===== config.mk =====
export PLATFORM = sky130hd
export DESIGN_NAME = row_scan_driver
export DESIGN_NICKNAME = d
export VERILOG_FILES = /design/src/rtl/row_scan_pkg.sv /design/src/rtl/row_chain_port.sv /design/src/rtl/row_token_shifter.sv /design/src/rtl/row_output_stage.sv /design/src/rtl/row_scan_driver.sv
export SDC_FILE = /design/constraint.sdc
export NUM_CORES = 1
export LEC_CHECK = 0
export ABC_AREA = 1
export BUFFER_PORTS_ARGS = -buffer_cell sky130_fd_sc_hd__buf_2
export CAP_MARGIN = 30
export CORE_UTILIZATION = 45
export DETAILED_ROUTE_END_ITERATION = 8
export GPL_TIMING_DRIVEN = 0
export PLACE_DENSITY = 0.75
export SLEW_MARGIN = 20
export SYNTH_ARGS = -nofsm -noshare
export SYNTH_HDL_FRONTEND = slang
export SYNTH_SLANG_ARGS = --single-unit

===== constraint.sdc =====
create_clock -name clk -period 1.4 [get_ports clk]
set_input_delay 0 -clock clk [delete_from_list [all_inputs] [get_ports clk]]
set_output_delay 0 -clock clk [all_outputs]
set_load 0.1 [all_outputs]

===== src/rtl/row_scan_pkg.sv =====
package row_scan_pkg;

   typedef enum logic {
      SCAN_REV = 1'b0,
      SCAN_FWD = 1'b1
   } scan_dir_e;

   // Index of the stage that receives a fresh token in a given direction.
   function automatic int unsigned head_index(input scan_dir_e d, input int unsigned n);
      return (d == SCAN_FWD) ? 0 : n - 1;
   endfunction

   // Index of the stage whose value leaves the chain in a given direction.
   function automatic int unsigned tail_index(input scan_dir_e d, input int unsigned n);
      return (d == SCAN_FWD) ? n - 1 : 0;
   endfunction

endpackage


===== src/rtl/row_chain_port.sv =====
module row_chain_port
   import row_scan_pkg::*;
(
   input  scan_dir_e dir,
   input  logic      a_in,
   input  logic      b_in,
   input  logic      tail_fwd,
   input  logic      tail_rev,
   output logic      inject,
   output logic      a_out,
   output logic      a_oe,
   output logic      b_out,
   output logic      b_oe
);

   logic fwd;

   assign fwd    = (dir == SCAN_FWD);

   // Only the pin in input mode can start a scan.
   assign inject = fwd ? a_in : b_in;

   // The pin in output mode carries the tail stage. The idle pin is released.
   assign b_oe   = fwd;
   assign a_oe   = ~fwd;
   assign b_out  = fwd  & tail_fwd;
   assign a_out  = ~fwd & tail_rev;

endmodule


===== src/rtl/row_token_shifter.sv =====
module row_token_shifter
   import row_scan_pkg::*;
#(
   parameter int unsigned NUM_ROWS = 40
) (
   input  logic                clk,
   input  logic                rst,
   input  scan_dir_e           dir,
   input  logic                inject,
   output logic [NUM_ROWS-1:0] stage_q
);

   localparam int unsigned LAST = NUM_ROWS - 1;

   if (NUM_ROWS < 2) begin : g_bad_rows
      $error("row_token_shifter: NUM_ROWS must be at least 2");
   end

   logic [NUM_ROWS-1:0] stage_d;
   logic                fwd;

   assign fwd = (dir == SCAN_FWD);

   for (genvar i = 0; i < NUM_ROWS; i++) begin : g_stage
      localparam bit FWD_HEAD = (i == 0);
      localparam bit REV_HEAD = (i == LAST);
      logic from_lower;
      logic from_upper;
      logic seed;

      if (i == 0) begin : g_lo_edge
         assign from_lower = 1'b0;
      end else begin : g_lo_mid
         assign from_lower = stage_q[i-1];
      end

      if (i == LAST) begin : g_hi_edge
         assign from_upper = 1'b0;
      end else begin : g_hi_mid
         assign from_upper = stage_q[i+1];
      end

      assign seed       = fwd ? FWD_HEAD : REV_HEAD;
      assign stage_d[i] = inject ? seed : (fwd ? from_lower : from_upper);
   end

   always_ff @(posedge clk) begin
      if (rst) begin
         stage_q <= '0;
      end else begin
         stage_q <= stage_d;
      end
   end

endmodule


===== src/rtl/row_output_stage.sv =====
module row_output_stage #(
   parameter int unsigned NUM_ROWS = 40
) (
   input  logic [NUM_ROWS-1:0] stage_q,
   input  logic                pol,
   input  logic                out_dis,
   output logic [NUM_ROWS-1:0] row_val,
   output logic [NUM_ROWS-1:0] row_drv_en
);

   for (genvar i = 0; i < NUM_ROWS; i++) begin : g_row
      // A stored 1 follows the polarity level; a stored 0 takes the opposite level.
      assign row_val[i]    = ~(stage_q[i] ^ pol);
      assign row_drv_en[i] = ~out_dis;
   end

endmodule


===== src/rtl/row_scan_driver.sv =====
module row_scan_driver
   import row_scan_pkg::*;
#(
   parameter int unsigned NUM_ROWS = 40
) (
   input  logic                clk,
   input  logic                rst,
   input  logic                dir,
   input  logic                chain_a_in,
   input  logic                chain_b_in,
   input  logic                pol,
   input  logic                out_dis,
   output logic                chain_a_out,
   output logic                chain_a_oe,
   output logic                chain_b_out,
   output logic                chain_b_oe,
   output logic [NUM_ROWS-1:0] row_val,
   output logic [NUM_ROWS-1:0] row_drv_en
);

   scan_dir_e           dir_e;
   logic                inject;
   logic [NUM_ROWS-1:0] stage_q;

   assign dir_e = scan_dir_e'(dir);

   row_chain_port u_port (
      .dir      (dir_e),
      .a_in     (chain_a_in),
      .b_in     (chain_b_in),
      .tail_fwd (stage_q[NUM_ROWS-1]),
      .tail_rev (stage_q[0]),
      .inject   (inject),
      .a_out    (chain_a_out),
      .a_oe     (chain_a_oe),
      .b_out    (chain_b_out),
      .b_oe     (chain_b_oe)
   );

   row_token_shifter #(.NUM_ROWS(NUM_ROWS)) u_shift (
      .clk     (clk),
      .rst     (rst),
      .dir     (dir_e),
      .inject  (inject),
      .stage_q (stage_q)
   );

   row_output_stage #(.NUM_ROWS(NUM_ROWS)) u_out (
      .stage_q    (stage_q),
      .pol        (pol),
      .out_dis    (out_dis),
      .row_val    (row_val),
      .row_drv_en (row_drv_en)
   );

endmodule


-- After elaboration in Yosys (flattened, before gate mapping)
Index checks and enable logic that the tools add are counted.
- muxes and demuxes: 45
- bitwise operators: 84
- reductions and logical operators: 1
- operator list (kind ; count):
    $mux 1 ; 45
    $not 1->1 ; 42
    $xor 1x1->1 ; 40
    $and 1x1->1 ; 2
    $reduce_or 2->1 ; 1
- register bits after elaboration: 40
- bits of input ports: 7
- output and inout bits: 84
- logic and storage cells: 132

-- Longest topological paths before layout
Gate-level depths: netlist of the first run.
- depth in word-level cells: 2
- mapped depth: 7
- gate-level depth less buffers: 4

-- Modules after synthesis
Synthesis of the first run repeated with hierarchy kept, for this count alone.
- cell total of the unflattened synthesis: 398
- area, all modules: 2671.3 sq um
- by module, submodules not included (module ; instances ; cells an instance ; area each (sq um)):
    row_token_shifter ; 1 ; 179 ; 1565.3
    row_output_stage ; 1 ; 210 ; 1068.5
    row_chain_port ; 1 ; 9 ; 37.5

-- Worst setup path before layout of the first run
Ideal clock, no wire load.
- path kind: input-to-output
- from: input pol
- to: output row_val[34]
- arrival time: 1.897 ns
- slack: -0.497 ns
- stages: 3
- buffers on the path: 2
- cells stage by stage: clkbuf_1 buf_2 xnor2_1
- word-level cells in the longest chain between the ends: 2
- ends and longest elaborated chain (item ; RTL line ; text):
    from (decl) ; row_scan_driver.sv:11 ; input logic pol,
    $xor 1x1->1 ; row_output_stage.sv:13 ; assign row_val[i] = ~(stage_q[i] ^ pol);
    $not 1->1 ; row_output_stage.sv:13 ;
    to (decl) ; row_scan_driver.sv:17 ; output logic [NUM_ROWS-1:0] row_val,
Every way passes these cells.

-- Worst setup path in the final report of the first run
- from: register u_shift.stage_q[2]
- to: output row_val[2]
- word-level cells in the longest chain between the ends: 2
- ends and longest elaborated chain (item ; RTL line ; text):
    from (decl) ; row_token_shifter.sv:10 ; output logic [NUM_ROWS-1:0] stage_q
    from (signal assigned) ; row_token_shifter.sv:51 ; stage_q <= stage_d;
    $xor 1x1->1 ; row_output_stage.sv:13 ;
    $not 1->1 ; row_output_stage.sv:13 ;
Every way passes these cells.

==> results of run 1 <==
## area by class of cell
class	instances	area, µm²
fillers	500	2091
multi-input cells	201	1222
flip-flops and latches	40	800.8
repair buffers	90	460.4
plain buffers	58	432.9
well taps	70	87.58
clock buffers	5	68.82
inverters	6	28.78
clock inverters	2	12.51
## synthesized netlist by cell type
| cell | n |
|---|---|
| a21oi_1 | 2 |
| and2_0 | 22 |
| and2_1 | 16 |
| buf_12 | 1 |
| buf_2 | 9 |
| buf_4 | 45 |
| buf_6 | 1 |
| buf_8 | 1 |
| clkbuf_1 | 1 |
| dfxtp_1 | 40 |
| inv_1 | 5 |
| inv_4 | 1 |
| nand2_1 | 78 |
| nand2_4 | 1 |
| nand3_1 | 2 |
| nand3b_2 | 1 |
| nor2_1 | 19 |
| nor2_4 | 20 |
| xnor2_1 | 40 |
## cells in the final DEF, fill, tap and decap left out
| master | instances |
|---|---|
| a21oi_1 | 2 |
| and2_0 | 22 |
| and2_1 | 16 |
| buf_12 | 1 |
| buf_2 | 97 |
| buf_4 | 45 |
| buf_6 | 1 |
| buf_8 | 1 |
| clkbuf_1 | 1 |
| clkbuf_8 | 5 |
| clkinv_2 | 1 |
| clkinvlp_4 | 2 |
| dfxtp_1 | 40 |
| dlygate4sd3_1 | 2 |
| inv_1 | 4 |
| inv_4 | 1 |
| nand2_1 | 78 |
| nand2_4 | 1 |
| nand3_1 | 2 |
| nand3b_2 | 1 |
| nor2_1 | 18 |
| nor2_2 | 1 |
| nor2_4 | 20 |
| xnor2_1 | 40 |
## layer usage
layer | GRT usage | vias to the layer above | wire length [µm]
met5 | 0 | - | 0
met4 | 0.05769 | 0 | 51
met3 | 0.04910 | 4 | 255
met2 | 0.3000 | 52 | 2343
met1 | 0.2119 | 892 | 2280
li1 | - | 1053 | -
## report_power, final
group	switching [mW]	leakage, nW	internal [mW]
registers	0.00322	0.322	1.14
logic	1.16	0.848	0.245
clock network	0.384	0.0400	0.337
## through the flow
stage	setup WS, ps	hold slack [ps]	area [µm²]	total power, mW	TNS [ps]
global route	72.69	50.65	3114	3.393	0
CTS	107.5	30.15	3114	3.306	0
finish	129.7	43.62	3114	3.274	0
floorplan	-496.7	69.07	2485	2.416	-19850
detailed placement	219.6	197.2	3013	2.583	0
global placement	280.8	188.5	3013	2.575	0
## final timing paths
path                          to  cells after the start
max                   row_val[2]                      2
min reg2reg   u_shift.stage_q[0]                      2
max reg2reg  u_shift.stage_q[39]                      3
min           u_shift.stage_q[0]                      3
## logic make-up after synthesis
group           count (synthesis)  synth area share
flops                          40            0.3231
simple gates                  159            0.3468
buf+inv                        64            0.1848
xor+xnor                       40            0.1413
compound gates                  2          0.004039
## worst max-delay path, cell delays in order, from the launching register on
cell     delay, ps
dfxtp_1        380
xnor2_1        150
buf_2          460
==> results.md, run 1 <==
* Max clock buf depth at 2
* Pwr dens at 1051 nW/µm²
* Inst Count DP at 463
* Final min period at 1270 ps
* CP endpoint kind: output port
* CTS sink count at 40
* Gr ovfl total at 0
* Pins Over Slew Limit at 0
* Synth Register Bits at 40
* Hold_buf cts at 2
* Detailed-route DRC error count at 0
* Routed Antenna Nets at 0
* Initial Util at 0.4762
* Iteration count of the initial detailed-routing pass at 4
* Reg clk slew, reported paths at 80 ps
* Via density per instance at 4.239
* Worst Min Path Start: chain_a_in
* Worst setup SP type: flip-flop
* IO Port Bufs at 88
* Synth unique cells at 19
* Largest area contributor in the netlist: dfxtp_1
* Warnings from Yosys at 0
* Detailed Route WL at 4.931 mm
* # nets final at 409
* Detailed-route via count at 2001
* Vias in the first global route at 1763
* Die area at 5809 µm²
* Layout area overhead at 25.64%
* Finished Core Util at 0.5983
* Clk_lat worst skew at 290 ps
* Clock skew at 5.026 ps
* Hpwl dp at 3.748 mm
* FMAX at 787.2 MHz
* CTS tree: done
* Num CTS Buffers at 5
* Post-CTS Repair Setup Buffers at 0
* Htree depth at 2
* Max-cap viol count at 0
* CP startpoint: u_shift.stage_q[2]
* GP Congestion at 0.7315
* Worst slew pin tran at 545.1 ps
* Sequential fraction of the synthesis area at 0.3231
* Biggest regs: u_shift.stage_q: 40 flops
* Post-cts sizing count at 0
* Share of post-route cells with drive strength above 1 at 0.4403
* Leak pwr at 1.210 nW
* Worst Hold Class: in2reg
* Core Rows at 26
* R2R setup slack at 190 ps
* Maximum VDD drop at 0.0005296 V
* Crit path DAT at 1270 ps
* Largest net degree at the start of global routing at 41
* # IOs at 91
* Initial antenna violation count at 0
* Die Wd at 76.22 µm
* Ratio of final minimum period to clock period at 0.9074
* Core Area at 5205 µm²
* Critical path peak fanout at 3
* Mapped cell area at 2479 µm²
* Final Hold Viols at 0
* Crit path kind: reg2out
* Initial DRC Count at 83
* Routed wire per std cell at 10.45 µm
* Diodes inserted at 0
* Post-Syn Nets at 312
* Synth area leaders: dfxtp_1, xnor2_1, buf_4
* R2r startpoint: u_shift.stage_q[38]
* Worst endpoint required time at 1400 ps
* Slew headroom at 0.6358
* Final setup vio count at 0
* Synth top area share at 0.3231
* Syn_area_per_cell at 8.127 µm²
* Max reg flops at 40
* Largest Register: u_shift.stage_q
* Clock root buffer: clkbuf_8
* Die Y at 76.22 µm
* Fin cells at 472
* First-pass GRT wire length at 8.197 mm
* RSZ-0062 raised after global routing: false
* Run status: finished clean
* Synthesized instance count at 305
* GRT Overall Usage at 0.1758
No activity file was read; power rests on OpenSTA's default activity.
==> inputs of run 2 (changes only) <==
- CELL_PAD_IN_SITES_DETAIL_PLACEMENT: default -> 0
- CELL_PAD_IN_SITES_GLOBAL_PLACEMENT: default -> 1
- CORE_UTILIZATION: 45 -> 32
- PLACE_DENSITY: 0.75 -> 0.77
- clock period: 1.4 -> 1.1 ns (I/O delays scaled with it)
==> run 2 against run 1 <==
Compared with the run above: sequential power rose by 27%; final cell count rose by 6.8%; non-clock buffer count rose by 1; setup slack got worse by 100 ps; critical endpoint is now u_shift.stage_q[23]; power rose by 37%; clock power rose by 30%; core utilization fell by 6.3 points; largest power group unchanged.
==> results.md, run 2 (synthesis results as in run 1) <==
* Run status: finished clean (unchanged)
* Via density per instance at 4.069 (was 4.239)
* Slew headroom at 0.6557 (was 0.6358)
* CTS sink count at 40 (unchanged)
* Reg clk slew, reported paths at 80 ps (about the same)
* Largest Register: u_shift.stage_q (unchanged)
* CP endpoint kind: flip-flop (was output port)
* Gr ovfl total at 0 (unchanged)
* Detailed-route DRC error count at 0 (unchanged)
* Leak pwr at 1.559 nW (was 1.210 nW)
* Clock root buffer: clkbuf_8 (unchanged)
* Biggest regs: u_shift.stage_q: 40 flops (unchanged)
* Largest net degree at the start of global routing at 21 (was 41)
* Power Total at 4.471 mW (was 3.274 mW)
* Final setup vio count at 0 (unchanged)
* Worst endpoint required time at 1330 ps (was 1400 ps)
* Pwr dens at 1133 nW/µm² (was 1051 nW/µm²)
* Max clock buf depth at 2 (unchanged)
* Crit path kind: in2reg (was reg2out)
* Initial DRC Count at 91 (was 83)
* Worst slew pin tran at 516.4 ps (was 545.1 ps)
* Commonest non-fill, non-tap cell in the layout: nand2_1 (was buf_2)
* Max reg flops at 40 (unchanged)
* First-pass GRT wire length at 9.473 mm (was 8.197 mm)
* Initial antenna violation count at 0 (unchanged)
* RSZ-0062 raised after global routing: true (was false)
* Clk_lat worst skew at 290 ps (about the same)
* GRT Overall Usage at 0.1421 (was 0.1758)
* Max-cap viol count at 0 (unchanged)
* Iteration count of the initial detailed-routing pass at 4 (unchanged)
* Maximum VDD drop at 0.0005720 V (was 0.0005296 V)
* Htree depth at 2 (unchanged)
* # IOs at 91 (unchanged)
* Die Y at 90.01 µm (was 76.22 µm)
* Layout area overhead at 59.21% (was 25.64%)
* FMAX at 930.8 MHz
* IO Port Bufs at 88 (unchanged)
* Final Cell Area at 3946 µm² (was 3114 µm²)
* Core Area at 7370 µm² (was 5205 µm²)
* Finished Core Util at 0.5355 (was 0.5983)
* Critical path peak fanout at 10 (was 3)
* Num CTS Buffers at 5 (unchanged)
* Final min period at 1074 ps
* Ratio of final minimum period to clock period at 0.9767
* Placement Cell Area at 3407 µm² (was 3013 µm²)
* Crit path DAT at 1300 ps (was 1270 ps)
* Setup total negative slack at 0 ps (unchanged)
* Die Wd at 90.01 µm (was 76.22 µm)
* Worst Hold Class: in2reg (unchanged)
* Detailed-route via count at 2051 (was 2001)
* # nets final at 412 (was 409)
* Multi-input gate area at 1550 µm² (was 1222 µm²)
* CTS tree: done (unchanged)
* Detailed Route WL at 5.733 mm (was 4.931 mm)
* Hpwl dp at 3.981 mm (was 3.748 mm)
* GP Congestion at 0.7128 (was 0.7315)
* Pins Over Slew Limit at 0 (unchanged)
* Vias in the first global route at 1974 (was 1763)
* Inst Count DP at 492 (was 463)
* Core Rows at 31 (was 26)
* Clock skew at 4.456 ps (was 5.026 ps)
* Worst setup SP type: input port (was flip-flop)
* Share of post-route cells with drive strength above 1 at 0.6173 (was 0.4403)
* Fin cells at 504 (was 472)
* Commonest non-fill, non-tap cells in the layout: nand2_1, buf_2, xnor2_2, buf_4, dfxtp_2 (was buf_2, nand2_1, buf_4)
* Setup WS pre-CTS at -226.5 ps (was 219.6 ps)
* Register area at 840.8 µm² (was 800.8 µm²)
* Routed Antenna Nets at 0 (unchanged)
* Final Hold Viols at 0 (unchanged)
* Diodes inserted at 0 (unchanged)
* Initial Util at 0.3363 (was 0.4762)
* Routed wire per std cell at 11.38 µm (was 10.45 µm)
* Fillers at 679 (was 500)
* Setup ws final at 25.66 ps (was 129.7 ps)
* Die area at 8102 µm² (was 5809 µm²)
* WHS at 22.13 ps (was 43.62 ps)
run 2: cell types whose count changed in the layout (fill, tap and decap cells not counted), moves of 19 or more:
| cell | before | now |
|---|---|---|
| dfxtp_1 | 40 | 10 |
| buf_6 | 1 | 28 |
| buf_2 | 97 | 53 |
| dfxtp_2 | 0 | 29 |
| buf_8 | 1 | 20 |
| xnor2_2 | 0 | 39 |
| xnor2_1 | 40 | 0 |
run 2: what timing repair did:
item                       CTS  global route
hold endpoints to repair     2             0
resized for setup           87            53
pin swaps                    0             2
buffers inserted             0             0
hold buffers                 2             0
cloned                       2             1
setup endpoints to repair   82            47
run 2: worst max-delay path, cell delays in order:
cell and delay [ps]:
dlygate4sd3_1 540, buf_2 140, nand2_2 100, nand3b_4 120, buf_8 160, buf_12 160, nor2_4 80
run 2: path summary, 6_finish.rpt:
kind / from / to / slack [ps] / cells past startpoint
worst max-delay path: chain_a_in / u_shift.stage_q[23] / 30 / 7
worst min register to register: u_shift.stage_q[1] / u_shift.stage_q[0] / 530 / 2
worst max register to register: u_shift.stage_q[22] / u_shift.stage_q[23] / 280 / 3
worst min-delay path: chain_b_in / u_shift.stage_q[39] / 20 / 3
run 2: where the power goes:
group	leakage, nW	internal, mW	switching (mW)
sequential	0.338	1.45	0.00501
clock	0.0410	0.432	0.507
combinational	1.18	0.518	1.56
run 2: layer usage:
metal | GRT usage | routed length, µm | up-vias
li1 | - | - | 1065
met1 | 0.1821 | 2682 | 937
met2 | 0.2417 | 2804 | 40
met3 | 0.03215 | 177 | 9
met4 | 0.03360 | 69 | 0
met5 | 0 | 0 | -
run 2: final cells by class:
| class | count | area share |
|---|---|---|
| inverters | 6 | 0.007292 |
| flip-flops and latches | 40 | 0.2131 |
| clock buffers | 6 | 0.01839 |
| repair buffers | 91 | 0.2061 |
| well taps | 99 | 0.03139 |
| clock inverters | 1 | 0.001268 |
| repair inverters | 2 | 0.003805 |
| multi-input cells | 201 | 0.3928 |
| plain buffers | 58 | 0.1259 |
==> inputs of run 3 (changes only) <==
- ABC_AREA: 1 -> default
==> run 3 against run 2 <==
Compared with the run above: largest power group unchanged; synthesized area shrank 9.1%; final cell count shrank 16%; power shrank 1.6%.
==> results.md, run 3 <==
* GP Congestion at 0.6974 (was 0.7128)
* Inst Count DP at 412 (was 492)
* Fin cells at 425 (was 504)
* Warnings from Yosys at 0 (unchanged)
* Pwr dens at 1198 nW/µm² (was 1133 nW/µm²)
* Run status: finished clean (unchanged)
* R2R setup slack at 290 ps (was 280 ps)
* Detailed Route WL at 5.337 mm (was 5.733 mm)
* Leak pwr at 1.592 nW (was 1.559 nW)
* Slew headroom at 0.6698 (was 0.6557)
* Detailed-route via count at 1897 (was 2051)
* Final min period at 1055 ps (was 1074 ps)
* Vias in the first global route at 1763 (was 1974)
* Busiest layer in global routing: met2 (unchanged)
* Initial DRC Count at 120 (was 91)
* Hpwl dp at 3.768 mm (was 3.981 mm)
* Largest area contributor in the netlist: dfxtp_1 (unchanged)
* Worst slew pin tran at 498.7 ps (was 516.4 ps)
* Worst endpoint required time at 1100 ps (was 1330 ps)
* # nets final at 335 (was 412)
* Clock skew at 5.268 ps (was 4.456 ps)
* Gr ovfl total at 0 (unchanged)
* Reg clk slew, reported paths at 80 ps (about the same)
* Most common cell in the netlist: buf_4 (was nand2_1)
* Synth Flop Type: dfxtp_1 (unchanged)
* Mapped cell area at 2252 µm² (was 2479 µm²)
* Worst Min Path Start: rst (was chain_b_in)
* Clock root buffer: clkbuf_8 (unchanged)
* Worst setup SP type: flip-flop (was input port)
* Via density per instance at 4.464 (was 4.069)
* Most instantiated cells after synthesis: buf_4, a32o_1, dfxtp_1, xnor2_1, and2_1 (was nand2_1, buf_4, dfxtp_1, xnor2_1, and2_0)
* Share of post-route cells with drive strength above 1 at 0.7052 (was 0.6173)
* IO Port Bufs at 89 (was 88)
* Htree depth at 2 (unchanged)
* Num CTS Buffers at 5 (unchanged)
* R2r startpoint: u_shift.stage_q[3] (was u_shift.stage_q[22])
* Core Rows at 30 (was 31)
* Core Area at 6794 µm² (was 7370 µm²)
* Initial antenna violation count at 0 (unchanged)
* R2R depth at 2 (was 3)
* Commonest non-fill, non-tap cells in the layout: buf_2, xnor2_2, a32o_1 (was nand2_1, buf_2, xnor2_2, buf_4, dfxtp_2)
* Synth top area share at 0.3556 (was 0.3231)
* Commonest non-fill, non-tap cell in the layout: buf_2 (was nand2_1)
* Routed Antenna Nets at 0 (unchanged)
* GRT Overall Usage at 0.1498 (was 0.1421)
* Layout area overhead at 63.17% (was 59.21%)
* First-pass GRT wire length at 8.811 mm (was 9.473 mm)
* Post-Syn Nets at 234 (was 312)
* Clk_lat worst skew at 280 ps (was 290 ps)
* Final Hold Viols at 0 (unchanged)
* Sequential fraction of the synthesis area at 0.3556 (was 0.3231)
* Share of flip-flops with an asynchronous set or reset at 0 (unchanged)
* M1 GR Usage at 0.2063 (was 0.1821)
* Pins Over Slew Limit at 0 (unchanged)
* # IOs at 91 (unchanged)
* Die area at 7377 µm² (was 8102 µm²)
* CTS sink count at 40 (unchanged)
* Final setup vio count at 0 (unchanged)
* Largest Register: u_shift.stage_q (unchanged)
* CP endpoint kind: output port (was flip-flop)
* Detailed-route DRC error count at 0 (unchanged)
* Synth unique cells at 13 (was 19)
* R2r endpoint: u_shift.stage_q[4] (was u_shift.stage_q[23])
* Ratio of final minimum period to clock period at 0.9588 (was 0.9767)
* Synth area leaders: dfxtp_1, a32o_1, xnor2_1 (was dfxtp_1, xnor2_1, buf_4)
* Hold path endpoint: u_shift.stage_q[39] (unchanged)
* Diodes inserted at 0 (unchanged)
* Max reg flops at 40 (unchanged)
* Synth Register Bits at 40 (unchanged)
* Synthesized instance count at 227 (was 305)
* Hold Path Stages at 3 (unchanged)
* CTS tree: done (unchanged)
* Iteration count of the initial detailed-routing pass at 4 (unchanged)
* Largest net degree at the start of global routing at 21 (unchanged)
* EDFF count, synth at 0 (unchanged)
* Critical path peak fanout at 3 (was 10)
* Max clock buf depth at 2 (unchanged)
* Finished Core Util at 0.5409 (was 0.5355)
* Crit path DAT at 1050 ps (was 1300 ps)
* Initial Util at 0.3315 (was 0.3363)
* Max-cap viol count at 0 (unchanged)
* Maximum VDD drop at 0.0007365 V (was 0.0005720 V)
* FMAX at 948.1 MHz (was 930.8 MHz)
* Final Cell Area at 3675 µm² (was 3946 µm²)
* Biggest regs: u_shift.stage_q: 40 flops (unchanged)
* Placement Cell Area at 3182 µm² (was 3407 µm²)
* Die Wd at 85.89 µm (was 90.01 µm)
* Crit path kind: reg2out (was in2reg)
* Routed wire per std cell at 12.56 µm (was 11.38 µm)
* Die Y at 85.89 µm (was 90.01 µm)
* Met2 usage at 0.2309 (was 0.2417)
* Met3 Use GR at 0.03946 (was 0.03215)
* Worst Hold Class: in2reg (unchanged)
* Syn_area_per_cell at 9.921 µm² (was 8.127 µm²)
* Setup total negative slack at 0 ps (unchanged)
## run 3: final cells by class
cell class / instances / area [µm²]
Fill cell: 605 / 3119
Multi-Input combinational cell: 124 / 1334
Sequential cell: 40 / 840.8
Timing Repair Buffer: 92 / 783.3
Buffer: 61 / 485.5
Tap cell: 96 / 120.1
Clock buffer: 7 / 76.32
Timing Repair inverter: 2 / 15.01
Inverter: 2 / 11.26
Clock inverter: 1 / 8.758
## run 3: report_power, final
part	switching [mW]	internal [mW]	total [mW]	leakage, nW
registers	0.00471	1.45	1.45	0.339
logic	1.52	0.481	2.00	1.21
clock network	0.490	0.453	0.943	0.0424
total	2.02	2.38	4.40	1.59
## run 3: worst max path at each step
stage,from,endpoint,slack (ps),cells after the start
global route,u_shift.stage_q[22],row_val[22],-0.3,2
CTS,u_shift.stage_q[17],row_val[17],2,2
global placement,out_dis,row_drv_en[8],-190,4
floorplan,pol,row_val[0],-240,3
detailed placement,out_dis,row_drv_en[8],-220,4
finish,u_shift.stage_q[28],row_val[28],50,2
## run 3: what timing repair did
item / 4_1_cts / 5_1_grt
endpoints found under the hold margin: 2 / 0
setup buffers: 0 / 1
endpoints found under the setup margin: 82 / 45
gates resized for setup: 95 / 37
hold buffers: 2 / 0
cloned: 2 / 0
## run 3: routing by layer
metal | share of wire | wire length (µm)
met5 | 0 | 0
met4 | 0.0036 | 19
met3 | 0.053 | 282
met2 | 0.47 | 2515
met1 | 0.47 | 2520
## run 3: cell families after synthesis
kind of cell,count (synthesis),share of synthesized area
and+or+nand+nor,44,0.1200
DFF,40,0.3556
buffers and inverters,63,0.1911
xor gates and xnor gates,40,0.1556
AOI/OAI and AO/OA,40,0.1778
## run 3: per-stage QoR
| step | hold WS (ps) | setup WS, ps | total power, mW |
|---|---|---|---|
| 2_1_floorplan | 125.8 | -243.3 | 3.126 |
| 3_3_place_gp | 241.8 | -194.9 | 3.342 |
| 3_5_place_dp | 242.0 | -223.6 | 3.345 |
| 4_1_cts | 70.67 | 2.327 | 4.439 |
| 5_1_grt | 85.65 | -0.2612 | 4.577 |
| 6_report | 91.18 | 45.28 | 4.401 |
## run 3: critical path, stage by stage (launching register included)
cell	delay (ps)
dfxtp_1	400
xnor2_2	130
buf_6	240
